===== src/rtl/abr_pkg.sv =====
package abr_pkg;
  typedef enum logic [1:0] {
    ABR_UNUSED  = 2'd0,
    ABR_READY   = 2'd1,
    ABR_MEASURE = 2'd2
  } abr_state_e;
endpackage


===== src/rtl/abr_sync.sv =====
module abr_sync #(
  parameter int STAGES = 2
) (
  input  logic clk,
  input  logic rst,
  input  logic rx_i,
  output logic fall_o,
  output logic rise_o
);
  localparam int TOP = STAGES - 1;

  logic [TOP:0] chain_q;
  logic         last_q;

  // chain stage 0 samples the pin, later stages only follow
  genvar g;
  generate
    for (g = 0; g < STAGES; g++) begin : g_stage
      if (g == 0) begin : g_first
        always_ff @(posedge clk) begin
          if (rst) chain_q[g] <= 1'b1;
          else     chain_q[g] <= rx_i;
        end
      end else begin : g_next
        always_ff @(posedge clk) begin
          if (rst) chain_q[g] <= 1'b1;
          else     chain_q[g] <= chain_q[g-1];
        end
      end
    end
  endgenerate

  always_ff @(posedge clk) begin
    if (rst) last_q <= 1'b1;
    else     last_q <= chain_q[TOP];
  end

  assign fall_o = last_q & ~chain_q[TOP];
  assign rise_o = ~last_q & chain_q[TOP];
endmodule


===== src/rtl/abr_counter.sv =====
module abr_counter #(
  parameter int W = 32
) (
  input  logic         clk,
  input  logic         rst,
  input  logic         clear_i,
  input  logic         inc_i,
  output logic [W-1:0] cnt_o,
  output logic [W-1:0] next_o
);
  localparam logic [W-1:0] MAXV = {W{1'b1}};

  logic [W-1:0] cnt_q;

  assign next_o = (cnt_q == MAXV) ? cnt_q : cnt_q + 1'b1;
  assign cnt_o  = cnt_q;

  always_ff @(posedge clk) begin
    if (rst)          cnt_q <= '0;
    else if (clear_i) cnt_q <= '0;
    else if (inc_i)   cnt_q <= next_o;
  end
endmodule


===== src/rtl/abr_ctrl.sv =====
module abr_ctrl
  import abr_pkg::*;
#(
  parameter int W = 32
) (
  input  logic         clk,
  input  logic         rst,
  input  logic         fall_i,
  input  logic         rise_i,
  input  logic         irq_en_i,
  input  logic         start_we_i,
  input  logic         start_val_i,
  input  logic         irq_clr_i,
  input  logic [W-1:0] cnt_next_i,
  output logic         clear_o,
  output logic         inc_o,
  output abr_state_e   state_o,
  output logic [W-1:0] result_o,
  output logic         irq_o,
  output logic         start_o
);
  abr_state_e   st_q, st_n;
  logic [W-1:0] res_q, res_n;
  logic         irq_q, irq_n;
  logic         arm_q, arm_n;
  logic         arm_req, stop_req;

  assign arm_req  = start_we_i & start_val_i;
  assign stop_req = start_we_i & ~start_val_i;

  always_comb begin
    st_n  = st_q;
    res_n = res_q;
    arm_n = arm_q;
    irq_n = irq_q & ~irq_clr_i;
    unique case (st_q)
      ABR_UNUSED: begin
        if (irq_en_i || arm_req) st_n = ABR_READY;
        if (arm_req)             arm_n = 1'b1;
      end
      ABR_READY: begin
        if (arm_req)                 arm_n = 1'b1;
        else if (stop_req)           arm_n = 1'b0;
        else if (arm_q && fall_i)    st_n  = ABR_MEASURE;
      end
      ABR_MEASURE: begin
        if (stop_req) begin
          st_n  = ABR_READY;
          arm_n = 1'b0;
        end else if (rise_i) begin
          st_n  = ABR_READY;
          arm_n = 1'b0;
          res_n = cnt_next_i;
          if (irq_en_i) irq_n = 1'b1;
        end
      end
      default: st_n = ABR_UNUSED;
    endcase
  end

  always_ff @(posedge clk) begin
    if (rst) begin
      st_q  <= ABR_UNUSED;
      res_q <= '0;
      irq_q <= 1'b0;
      arm_q <= 1'b0;
    end else begin
      st_q  <= st_n;
      res_q <= res_n;
      irq_q <= irq_n;
      arm_q <= arm_n;
    end
  end

  assign clear_o  = (st_q != ABR_MEASURE) && (st_n == ABR_MEASURE);
  assign inc_o    = (st_q == ABR_MEASURE);
  assign state_o  = st_q;
  assign result_o = res_q;
  assign irq_o    = irq_q;
  assign start_o  = arm_q;
endmodule


===== src/rtl/abr_meter.sv =====
module abr_meter
  import abr_pkg::*;
#(
  parameter int CNT_W       = 32,
  parameter int SYNC_STAGES = 2
) (
  input  logic             clk,
  input  logic             rst,
  input  logic             rx_i,
  input  logic             irq_en_i,
  input  logic             start_we_i,
  input  logic             start_val_i,
  input  logic             irq_clr_i,
  output logic [1:0]       status_o,
  output logic [CNT_W-1:0] count_o,
  output logic             irq_o,
  output logic             start_o
);
  logic             fall, rise, clr, inc;
  logic [CNT_W-1:0] cnt_live, cnt_next;
  abr_state_e       st;

  abr_sync #(.STAGES(SYNC_STAGES)) u_sync (
    .clk(clk), .rst(rst), .rx_i(rx_i), .fall_o(fall), .rise_o(rise)
  );

  abr_counter #(.W(CNT_W)) u_cnt (
    .clk(clk), .rst(rst), .clear_i(clr), .inc_i(inc),
    .cnt_o(cnt_live), .next_o(cnt_next)
  );

  abr_ctrl #(.W(CNT_W)) u_ctrl (
    .clk(clk), .rst(rst), .fall_i(fall), .rise_i(rise),
    .irq_en_i(irq_en_i), .start_we_i(start_we_i), .start_val_i(start_val_i),
    .irq_clr_i(irq_clr_i), .cnt_next_i(cnt_next), .clear_o(clr), .inc_o(inc),
    .state_o(st), .result_o(count_o), .irq_o(irq_o), .start_o(start_o)
  );

  assign status_o = st;

  logic unused_live;
  assign unused_live = ^cnt_live;
endmodule


===== config.mk =====
export PLATFORM = sky130hd
export DESIGN_NAME = abr_meter
export DESIGN_NICKNAME = d
export VERILOG_FILES = /design/src/rtl/abr_pkg.sv /design/src/rtl/abr_sync.sv /design/src/rtl/abr_counter.sv /design/src/rtl/abr_ctrl.sv /design/src/rtl/abr_meter.sv
export SDC_FILE = /design/constraint.sdc
export NUM_CORES = 1
export LEC_CHECK = 0
export BUFFER_PORTS_ARGS = -buffer_cell sky130_fd_sc_hd__buf_2
export CAP_MARGIN = 20
export CORE_UTILIZATION = 50
export DETAILED_ROUTE_END_ITERATION = 8
export GPL_TIMING_DRIVEN = 0
export PLACE_DENSITY = 0.75
export SLEW_MARGIN = 20
export SYNTH_ARGS = -nofsm -noshare
export SYNTH_HDL_FRONTEND = slang
export SYNTH_HIERARCHICAL = 1
export SYNTH_SLANG_ARGS = --single-unit

===== constraint.sdc =====
create_clock -name clk -period 6.3 [get_ports clk]
set_input_delay 0.63 -clock clk [delete_from_list [all_inputs] [get_ports clk]]
set_output_delay 0.63 -clock clk [all_outputs]
set_load 0.02 [all_outputs]

==> flow_metrics.py, run 1 <==
metrics = {
    "finish": {
        "drive_gt1_share_pct": 16.6,
        "instances_no_fill": 620,
        "final_nets": 521,
        "final_common_cell": "dfxtp_1",
        "fillCellCount": 701,
        "final_cell_mix": "dfxtp_1, nand2b_1, buf_2",
        "syn_to_final_growth_pct": 13.4,
        "diodes": 0,
    },
    "min_path": {
        "min_to": "u_sync/chain_q[1]$_SDFF_PP1_",
        "worst_hold_path_type": "reg2reg",
        "whs_path_depth": 1,
        "hp-start": "u_sync/chain_q[0]$_SDFF_PP1_",
    },
    "clock_network": {
        "clk_pin_slew_ns": 0.08,
        "hold_buffers": 0,
        "clockRootBuffer": "clkbuf_8",
        "clkLatencyLatePin_ns": 0.35,
        "cts.htree.levels": 3,
        "cts_buffers": 9,
        "postCtsSetupBuffers": 0,
        "clockBufferDepth": 2,
        "cts.sinks": 71,
        "cts_tree": "built",
        "cts_resized": 0,
    },
    "worst_setup_path": {
        "r2r_end": "u_ctrl/result_o[31]$_SDFFE_PP0P_",
        "crit_required_ns": 6.58,
        "r2r-start": "u_cnt/cnt_o[0]$_SDFFE_PP0P_",
        "endpoint_kind": "flip-flop",
        "critical_path_class": "reg2reg",
        "cp.arrival_ns": 3.08,
        "r2r_cells": 9,
        "rrSetupSlack_ns": 3.50,
        "cp_max_fo": 10,
        "startpoint_type": "flip-flop",
    },
    "synth": {
        "synth.distinct_cells": 54,
        "ys_top_cells_by_area": "dfxtp_1, nand2b_1, mux2i_1",
        "ys_seq_elements": 71,
        "synth-edff-count": 0,
        "ys.flop_type": "dfxtp_1",
        "postSynthAreaPerCell_sq_um": 8.67,
        "synth_top_area_share_pct": 35.6,
        "syn_inst": 460,
        "yosysWarningCount": 6,
        "syn-num-nets": 468,
        "synth_seq_area_share_pct": 35.6,
        "synth_area_leader_cell": "dfxtp_1",
        "synth_area_sq_um": 3990,
        "async_flop_share_pct": 0,
    },
    "grt": {
        "first_global_vias": 3263,
        "grt_pass1_wl_um": 16000,
        "antenna_found_initial": 0,
        "overflow": 0,
        "grt_max_degree": 14,
        "grt.total_usage_pct": 24.6,
    },
    "sta": {
        "min_period_ns": 2.80,
        "maxSlewHeadroom_pct": 60.8,
        "fin_skew_ns": 0.00924,
        "rsz0062_at_grt": "false",
        "fmax_ghz": 0.357,
        "final-setup-viol-count": 0,
        "maxSlewViolCount": 0,
        "fin_crit_sh_pct": 44.5,
        "final.setup.tns_ns": 0,
        "worst_slew_pin_slew_ns": 0.584,
        "hold_violations": 0,
    },
    "die": {
        "die_area_sq_um": 8340,
        "start_util_pct": 51.6,
        "dieWidth_um": 91.3,
        "row_count": 32,
        "fp.coreArea_sq_um": 7730,
        "die_height_um": 91.3,
        "boundaryPins": 43,
    },
    "routing": {
        "drc": 0,
        "drt-vias-per-instance": 5.64,
        "num_vias": 3495,
        "wl_per_cell_um": 15.8,
        "first_iter_violations": 257,
        "postRouteAntennaNets": 0,
        "wl_um": 9830,
        "first_pass_iters": 4,
    },
    "power": {
        "p_per_area_nw_per_um2": 188,
        "p_leak_nw": 1.66,
        "ir_drop_uv": 149,
    },
    "outcome": {
        "outcome": "complete, no violations",
    },
    "placement": {
        "gp_congestion": 0.889,
        "portBuffers": 42,
        "place_hpwl_um": 7260,
        "post-place-cells": 604,
    },
    "flow_run": {
        "maxCapViolCount": 0,
    },
}
==> worst max-delay path, cell delays in order, from the launching register on <==
cell and delay [ns]:
dfxtp_1 0.44, ha_1 0.25, nand3_2 0.18, or4_4 0.65, nor3_4 0.38, buf_4 0.27, nor2_1 0.07, xor2_1 0.26
nand2b_1 0.11, mux2i_1 0.13
==> through the flow <==
step	power (W)	area [sq um]	hold slack, ns	setup slack, ns	utilization (%)
after floorplan	0.000484	3990	0.383	4.04	-
after global placement	0.000495	4330	0.399	3.56	56.0
after detailed placement	0.000495	4330	0.398	3.53	56.0
after CTS	0.000860	4530	0.422	3.51	58.6
after global routing	0.000880	4530	0.428	3.29	58.6
final	0.000853	4530	0.417	3.50	58.6
==> layout make-up <==
cell class              count  area [sq um]  area share [%]
well taps                 102           128            2.82
flip-flops and latches     71          1420            31.4
inverters                   5          18.8           0.415
clock inverters             6          70.1            1.55
multi-input cells         355          2360            52.1
repair buffers             42           210            4.64
clock buffers              10           128            2.82
plain buffers              29           191            4.23
==> routing by layer <==
layer  wire length (um)  GRT usage (%)  part of all wire, %
met5                  0              0                    0
met4                194           11.4                  2.0
met3                480           3.60                  4.9
met2               4510           41.0                   46
met1               4640           31.3                   47
==> registers in the layout, summed over array words and instances, names as in the netlist <==
register / cells
u_cnt/cnt_o: 32
u_ctrl/irq_o: 1
u_ctrl/result_o: 32
u_ctrl/start_o: 1
u_ctrl/state_o: 2
u_sync/chain_q: 2
u_sync/last_q: 1
==> worst max-delay path by stage <==
stage,cells past startpoint,start,end
floorplan,9,u_cnt/cnt_o[0]$_SDFFE_PP0P_,u_ctrl/result_o[3]$_SDFFE_PP0P_
global placement,9,u_cnt/cnt_o[0]$_SDFFE_PP0P_,u_ctrl/result_o[31]$_SDFFE_PP0P_
detailed placement,9,u_cnt/cnt_o[0]$_SDFFE_PP0P_,u_ctrl/result_o[31]$_SDFFE_PP0P_
CTS,9,u_cnt/cnt_o[0]$_SDFFE_PP0P_,u_ctrl/result_o[31]$_SDFFE_PP0P_
global route,9,u_cnt/cnt_o[0]$_SDFFE_PP0P_,u_ctrl/result_o[31]$_SDFFE_PP0P_
finish,9,u_cnt/cnt_o[0]$_SDFFE_PP0P_,u_ctrl/result_o[31]$_SDFFE_PP0P_
==> kinds of logic (layout without fill, tap and decap cells) <==
kind of cell    count (synthesis)  after routing  synth area share, %
fa+ha+maj                       1              1                0.314
mux                            33             33                 8.28
compound gates                 58             58                 8.84
xor+xnor                       39             39                 8.56
simple gates                  224            224                 33.1
buf+inv                        34             92                 5.27
flops                          71             71                 35.6
==> where the power goes <==
group | internal, W | leakage (nW) | switching, W
Combinational | 0.0000146 | 0.999 | 0.0000176
Sequential | 0.000451 | 0.573 | 0.00000188
Clock | 0.000185 | 0.0891 | 0.000183
==> synth_stat cells, types with 4 or more instances <==
cell type / count
a21oi_1: 23
and3_1: 4
and4_1: 5
buf_2: 6
clkbuf_1: 16
dfxtp_1: 71
inv_1: 5
mux2i_1: 33
nand2_1: 28
nand2b_1: 67
nand3_1: 16
nand4_1: 13
nor2_1: 26
nor3_1: 10
o21ai_0: 11
o21ai_1: 8
or3_1: 19
or4_1: 5
xnor2_1: 13
xor2_1: 26
Note: power is estimated with default switching activity, not from simulation.
==> run 2, diff against run 1 <==
Clock period 6.3 ns to 2.7 ns, I/O delays scaled along.
==> run 2 against run 1 <==
Net effect: register-to-register slack lost 3.3 ns; combinational power up 130%; highest routed layer unchanged; total power is 130% higher; critical path depth decreased by 1; final cell count is the same; core utilization grew 0.24 points; first-iteration DRC count shrank 21%; clock skew about the same; fmax grew 10%.
==> flow_metrics.py, run 2 (synthesis results as in run 1) <==
metrics = {
    "placement": {
        "post-place-cells": 604,
        "place_hpwl_um": 7260,
        "gp_congestion": 0.889,
        "portBuffers": 42,
        "dp_slack_ns": -0.0715,
        "placed_area_sq_um": 4330,
    },
    "finish": {
        "final_common_cell": "dfxtp_1",
        "fin_util_pct": 58.8,
        "syn_to_final_growth_pct": 13.9,
        "fillCellCount": 696,
        "diodes": 0,
        "final_cell_mix": "dfxtp_1, nand2b_1, buf_2",
        "instances_no_fill": 620,
        "design_area_sq_um": 4540,
        "drive_gt1_share_pct": 17.6,
        "final_nets": 521,
    },
    "routing": {
        "num_vias": 3518,
        "wl_per_cell_um": 16.0,
        "drc": 0,
        "wl_um": 9890,
        "first_iter_violations": 204,
        "first_pass_iters": 5,
        "drt-vias-per-instance": 5.67,
        "postRouteAntennaNets": 0,
    },
    "sta": {
        "worst_slew_pin_slew_ns": 0.605,
        "rsz0062_at_grt": "false",
        "maxSlewHeadroom_pct": 59.3,
        "hold_violations": 0,
        "maxSlewViolCount": 0,
        "fmax_ghz": 0.394,
        "worst_slack_ns": 0.162,
        "final-setup-viol-count": 0,
        "min_period_ns": 2.54,
        "fin_skew_ns": 0.00881,
        "fin_crit_sh_pct": 94.0,
        "final.setup.tns_ns": 0,
    },
    "grt": {
        "grt_max_degree": 14,
        "grt.total_usage_pct": 24.7,
        "first_global_vias": 3273,
        "antenna_found_initial": 0,
        "overflow": 0,
        "grt_util_met1_pct": 31.3,
        "grt_busiest_layer": "met2",
        "grtUsageMet3_pct": 3.60,
        "grt_pass1_wl_um": 16100,
        "grt.met2_usage_pct": 41.2,
    },
    "clock_network": {
        "cts_tree": "built",
        "clk_pin_slew_ns": 0.08,
        "cts.htree.levels": 3,
        "clkLatencyLatePin_ns": 0.35,
        "cts_buffers": 9,
        "cts.sinks": 71,
        "clockRootBuffer": "clkbuf_8",
        "hold_buffers": 0,
        "clockBufferDepth": 2,
    },
    "die": {
        "die_area_sq_um": 8340,
        "row_count": 32,
        "fp.coreArea_sq_um": 7730,
        "start_util_pct": 51.6,
        "boundaryPins": 43,
        "dieWidth_um": 91.3,
        "die_height_um": 91.3,
    },
    "power": {
        "p_leak_nw": 1.66,
        "ir_drop_uv": 348,
        "p_per_area_nw_per_um2": 439,
    },
    "min_path": {
        "worst_hold_path_type": "in2reg",
    },
    "worst_setup_path": {
        "path_cells": "ha_2 -> nand3_2 -> or4_1 -> nor3_2 -> and3_1 -> xor2_1 -> nand2b_1 -> mux2i_1",
        "critPathSlowestCell": "or4_1",
        "cp_max_fo": 9,
        "max_stage_delay_ns": 0.73,
        "endpoint_kind": "flip-flop",
        "startpoint_type": "flip-flop",
        "critPathTopFamily": "simple AND/OR/NAND/NOR gates",
        "cp.arrival_ns": 2.81,
        "critical_path_class": "reg2reg",
        "critical_path_buf_inv_count": 0,
        "crit_required_ns": 2.97,
    },
    "outcome": {
        "outcome": "complete, no violations",
    },
    "flow_run": {
        "maxCapViolCount": 0,
    },
}
[run 2: layout make-up]
type,count,area [sq um],share of cell area (%)
multi-input cells,355,2370,52.2
flip-flops and latches,71,1420,31.3
clock buffers,10,128,2.81
clock inverters,6,70.1,1.54
plain buffers,28,188,4.13
repair buffers,43,218,4.79
inverters,5,18.8,0.413
well taps,102,128,2.81
[run 2: worst paths after layout]
path	depth (start not counted)	start	slack [ns]	endpoint
setup / recovery	8	u_cnt/cnt_o[1]$_SDFFE_PP0P_	0.16	u_ctrl/result_o[26]$_SDFFE_PP0P_
hold / removal	2	rx_i	0.1	u_sync/chain_q[0]$_SDFF_PP1_
setup reg to reg	8	u_cnt/cnt_o[1]$_SDFFE_PP0P_	0.16	u_ctrl/result_o[26]$_SDFFE_PP0P_
hold reg to reg	1	u_sync/chain_q[0]$_SDFF_PP1_	0.42	u_sync/chain_q[1]$_SDFF_PP1_
[run 2: per-stage QoR]
stage	hold slack, ns	total power, W
after floorplan	0.367	0.00113
after global placement	0.399	0.00115
after detailed placement	0.398	0.00116
after CTS	0.0874	0.00201
after global routing	0.116	0.00205
final	0.0956	0.00199
[run 2: layer usage]
layer	part of all wire, %	routed length [um]
met1	47	4680
met2	47	4610
met3	4.2	415
met4	1.9	188
met5	0	0
[run 2: timing repair]
item,4_1_cts,5_1_grt
gates resized for setup,0,4
setup endpoints to repair,1,12
cloned,0,0
setup buffers,1,0
pin swaps,1,2
[run 2: power breakdown]
part,internal [W],leakage (nW),switching [W]
logic,0.0000342,1.00,0.0000414
clock network,0.000431,0.0891,0.000432
registers,0.00105,0.573,0.00000439
==> run 3, diff against run 2 <==
Settings changed: CORE_UTILIZATION 50 to 35, PLACE_DENSITY 0.75 to 0.57.
==> run 3 against run 2 <==
Net effect: worst setup slack worse by 0.010 ns; design area up 3.7%; total power up 18%; clock power up 41%; largest cell class unchanged; highest routed layer unchanged.
==> flow_metrics.py, run 3 (synthesis results as in run 1) <==
metrics = {
    "outcome": {
        "outcome": "complete, no violations",
    },
    "flow_run": {
        "maxCapViolCount": 0,
    },
    "power": {
        "p_per_area_nw_per_um2": 500,
        "p_sw_w": 0.000473,
        "ir_drop_uv": 356,
        "switching_share_pct": 20.1,
        "p_leak_nw": 1.72,
        "power.clock.fraction_pct": 51.9,
        "internal_power_w": 0.00188,
        "seq_power_share_pct": 45.0,
        "combPwrFrac_pct": 3.1,
    },
    "die": {
        "die_area_sq_um": 11800,
        "die_height_um": 109,
        "boundaryPins": 43,
        "fp.coreArea_sq_um": 11000,
        "dieWidth_um": 109,
        "row_count": 38,
        "start_util_pct": 36.3,
    },
    "placement": {
        "place_hpwl_um": 7400,
        "post-place-cells": 642,
        "portBuffers": 42,
        "gp_congestion": 0.858,
    },
    "sta": {
        "maxSlewHeadroom_pct": 56.8,
        "fin_crit_sh_pct": 94.4,
        "fin_skew_ns": 0.00894,
        "fin_hold_ws_ns": 0.134,
        "final-setup-viol-count": 0,
        "final.setup.tns_ns": 0,
        "maxSlewViolCount": 0,
        "fmax_ghz": 0.392,
        "worst_slew_pin_slew_ns": 0.643,
        "rsz0062_at_grt": "false",
        "hold_violations": 0,
        "min_period_ns": 2.55,
    },
    "grt": {
        "grt_max_degree": 12,
        "grt_pass1_wl_um": 15900,
        "antenna_found_initial": 0,
        "overflow": 0,
        "first_global_vias": 3208,
        "grt.total_usage_pct": 17.7,
    },
    "finish": {
        "syn_to_final_growth_pct": 18.1,
        "final_common_cell": "dfxtp_1",
        "instances_no_fill": 657,
        "final_nets": 522,
        "drive_gt1_share_pct": 17.8,
        "diodes": 0,
        "final_cell_mix": "dfxtp_1, nand2b_1, buf_2",
    },
    "worst_setup_path": {
        "crit_required_ns": 2.96,
        "cp_max_fo": 9,
        "cp.arrival_ns": 2.81,
        "r2r_end": "u_ctrl/result_o[26]$_SDFFE_PP0P_",
        "r2r_cells": 8,
        "critical_path_class": "reg2reg",
        "endpoint_kind": "flip-flop",
        "rrSetupSlack_ns": 0.15,
        "r2r-start": "u_cnt/cnt_o[1]$_SDFFE_PP0P_",
        "startpoint_type": "flip-flop",
    },
    "routing": {
        "drt-vias-per-instance": 5.12,
        "first_pass_iters": 4,
        "wl_per_cell_um": 15.0,
        "drc": 0,
        "postRouteAntennaNets": 0,
        "num_vias": 3364,
        "wl_um": 9860,
        "first_iter_violations": 240,
    },
    "clock_network": {
        "clk_pin_slew_ns": 0.06,
        "clockBufferDepth": 2,
        "clockRootBuffer": "clkbuf_16",
        "cts.htree.levels": 3,
        "cts_tree": "built",
        "cts_buffers": 9,
        "cts.sinks": 71,
        "clkLatencyLatePin_ns": 0.33,
    },
    "min_path": {
        "worst_hold_path_type": "in2reg",
        "hp-start": "rx_i",
        "whs_path_depth": 2,
        "min_to": "u_sync/chain_q[0]$_SDFF_PP1_",
    },
}
run 3: stage by stage:
stage	area, sq um	total power (W)	util [%]	setup WS (ns)
4_1_cts	4690	0.00238	42.7	0.0524
6_report	4710	0.00235	42.9	0.151
3_3_place_gp	4380	0.00115	39.8	-0.142
3_5_place_dp	4380	0.00115	39.8	-0.144
5_1_grt	4710	0.00244	42.9	0.0410
2_1_floorplan	3990	0.00113	-	0.443
run 3: critical path: stages (launching register included):
cell,delay (ns)
dfxtp_1,0.40
ha_2,0.24
nand3_2,0.18
or4_1,0.73
nor3_2,0.28
and3_1,0.22
xor2_1,0.21
nand2b_1,0.08
mux2i_1,0.14
run 3: cell type report:
type | instances | area, sq um
timing repair buffer | 43 | 218
multi-input combinational | 355 | 2380
clock buffer | 9 | 225
fill | 1065 | 6270
sequential | 71 | 1420
buffer | 29 | 191
inverter | 5 | 18.8
tap | 140 | 175
clock inverter | 5 | 75.1
run 3: worst max-delay path by stage:
stage | start | end | cells after the start
after floorplan | u_cnt/cnt_o[0]$_SDFFE_PP0P_ | u_ctrl/result_o[3]$_SDFFE_PP0P_ | 9
after global placement | u_cnt/cnt_o[0]$_SDFFE_PP0P_ | u_ctrl/result_o[31]$_SDFFE_PP0P_ | 9
after detailed placement | u_cnt/cnt_o[0]$_SDFFE_PP0P_ | u_ctrl/result_o[31]$_SDFFE_PP0P_ | 9
after CTS | u_cnt/cnt_o[0]$_SDFFE_PP0P_ | u_ctrl/result_o[29]$_SDFFE_PP0P_ | 8
after global routing | u_cnt/cnt_o[1]$_SDFFE_PP0P_ | u_ctrl/result_o[30]$_SDFFE_PP0P_ | 8
final | u_cnt/cnt_o[1]$_SDFFE_PP0P_ | u_ctrl/result_o[26]$_SDFFE_PP0P_ | 8
run 3: layer usage:
layer  global-route usage, %  up-vias  routed length [um]
met2                    29.0       68                4570
met1                    22.5     1569                4670
li1                        -     1714                   -
met5                       0        -                   0
met3                    3.83       13                 432
met4                    7.24        0                 191
run 3: timing repair:
action | 4_1_cts | 5_1_grt
setup endpoints to repair | 1 | 19
gates resized for setup | 1 | 5
endpoints found under the hold margin | 0 | 0
hold buffers | 0 | 0
pin swaps | 1 | 1
setup buffers | 1 | 0
run 3: power groups by stage:
stage / Combinational, W / Clock [W] / Sequential [W]
4_1_cts: 0.0000739 / 0.00125 / 0.00106
3_5_place_dp: 0.0000738 / 0 / 0.00108
5_1_grt: 0.0000810 / 0.00130 / 0.00106
3_3_place_gp: 0.0000737 / 0 / 0.00108
2_1_floorplan: 0.0000458 / 0 / 0.00108
6_report: 0.0000729 / 0.00122 / 0.00106
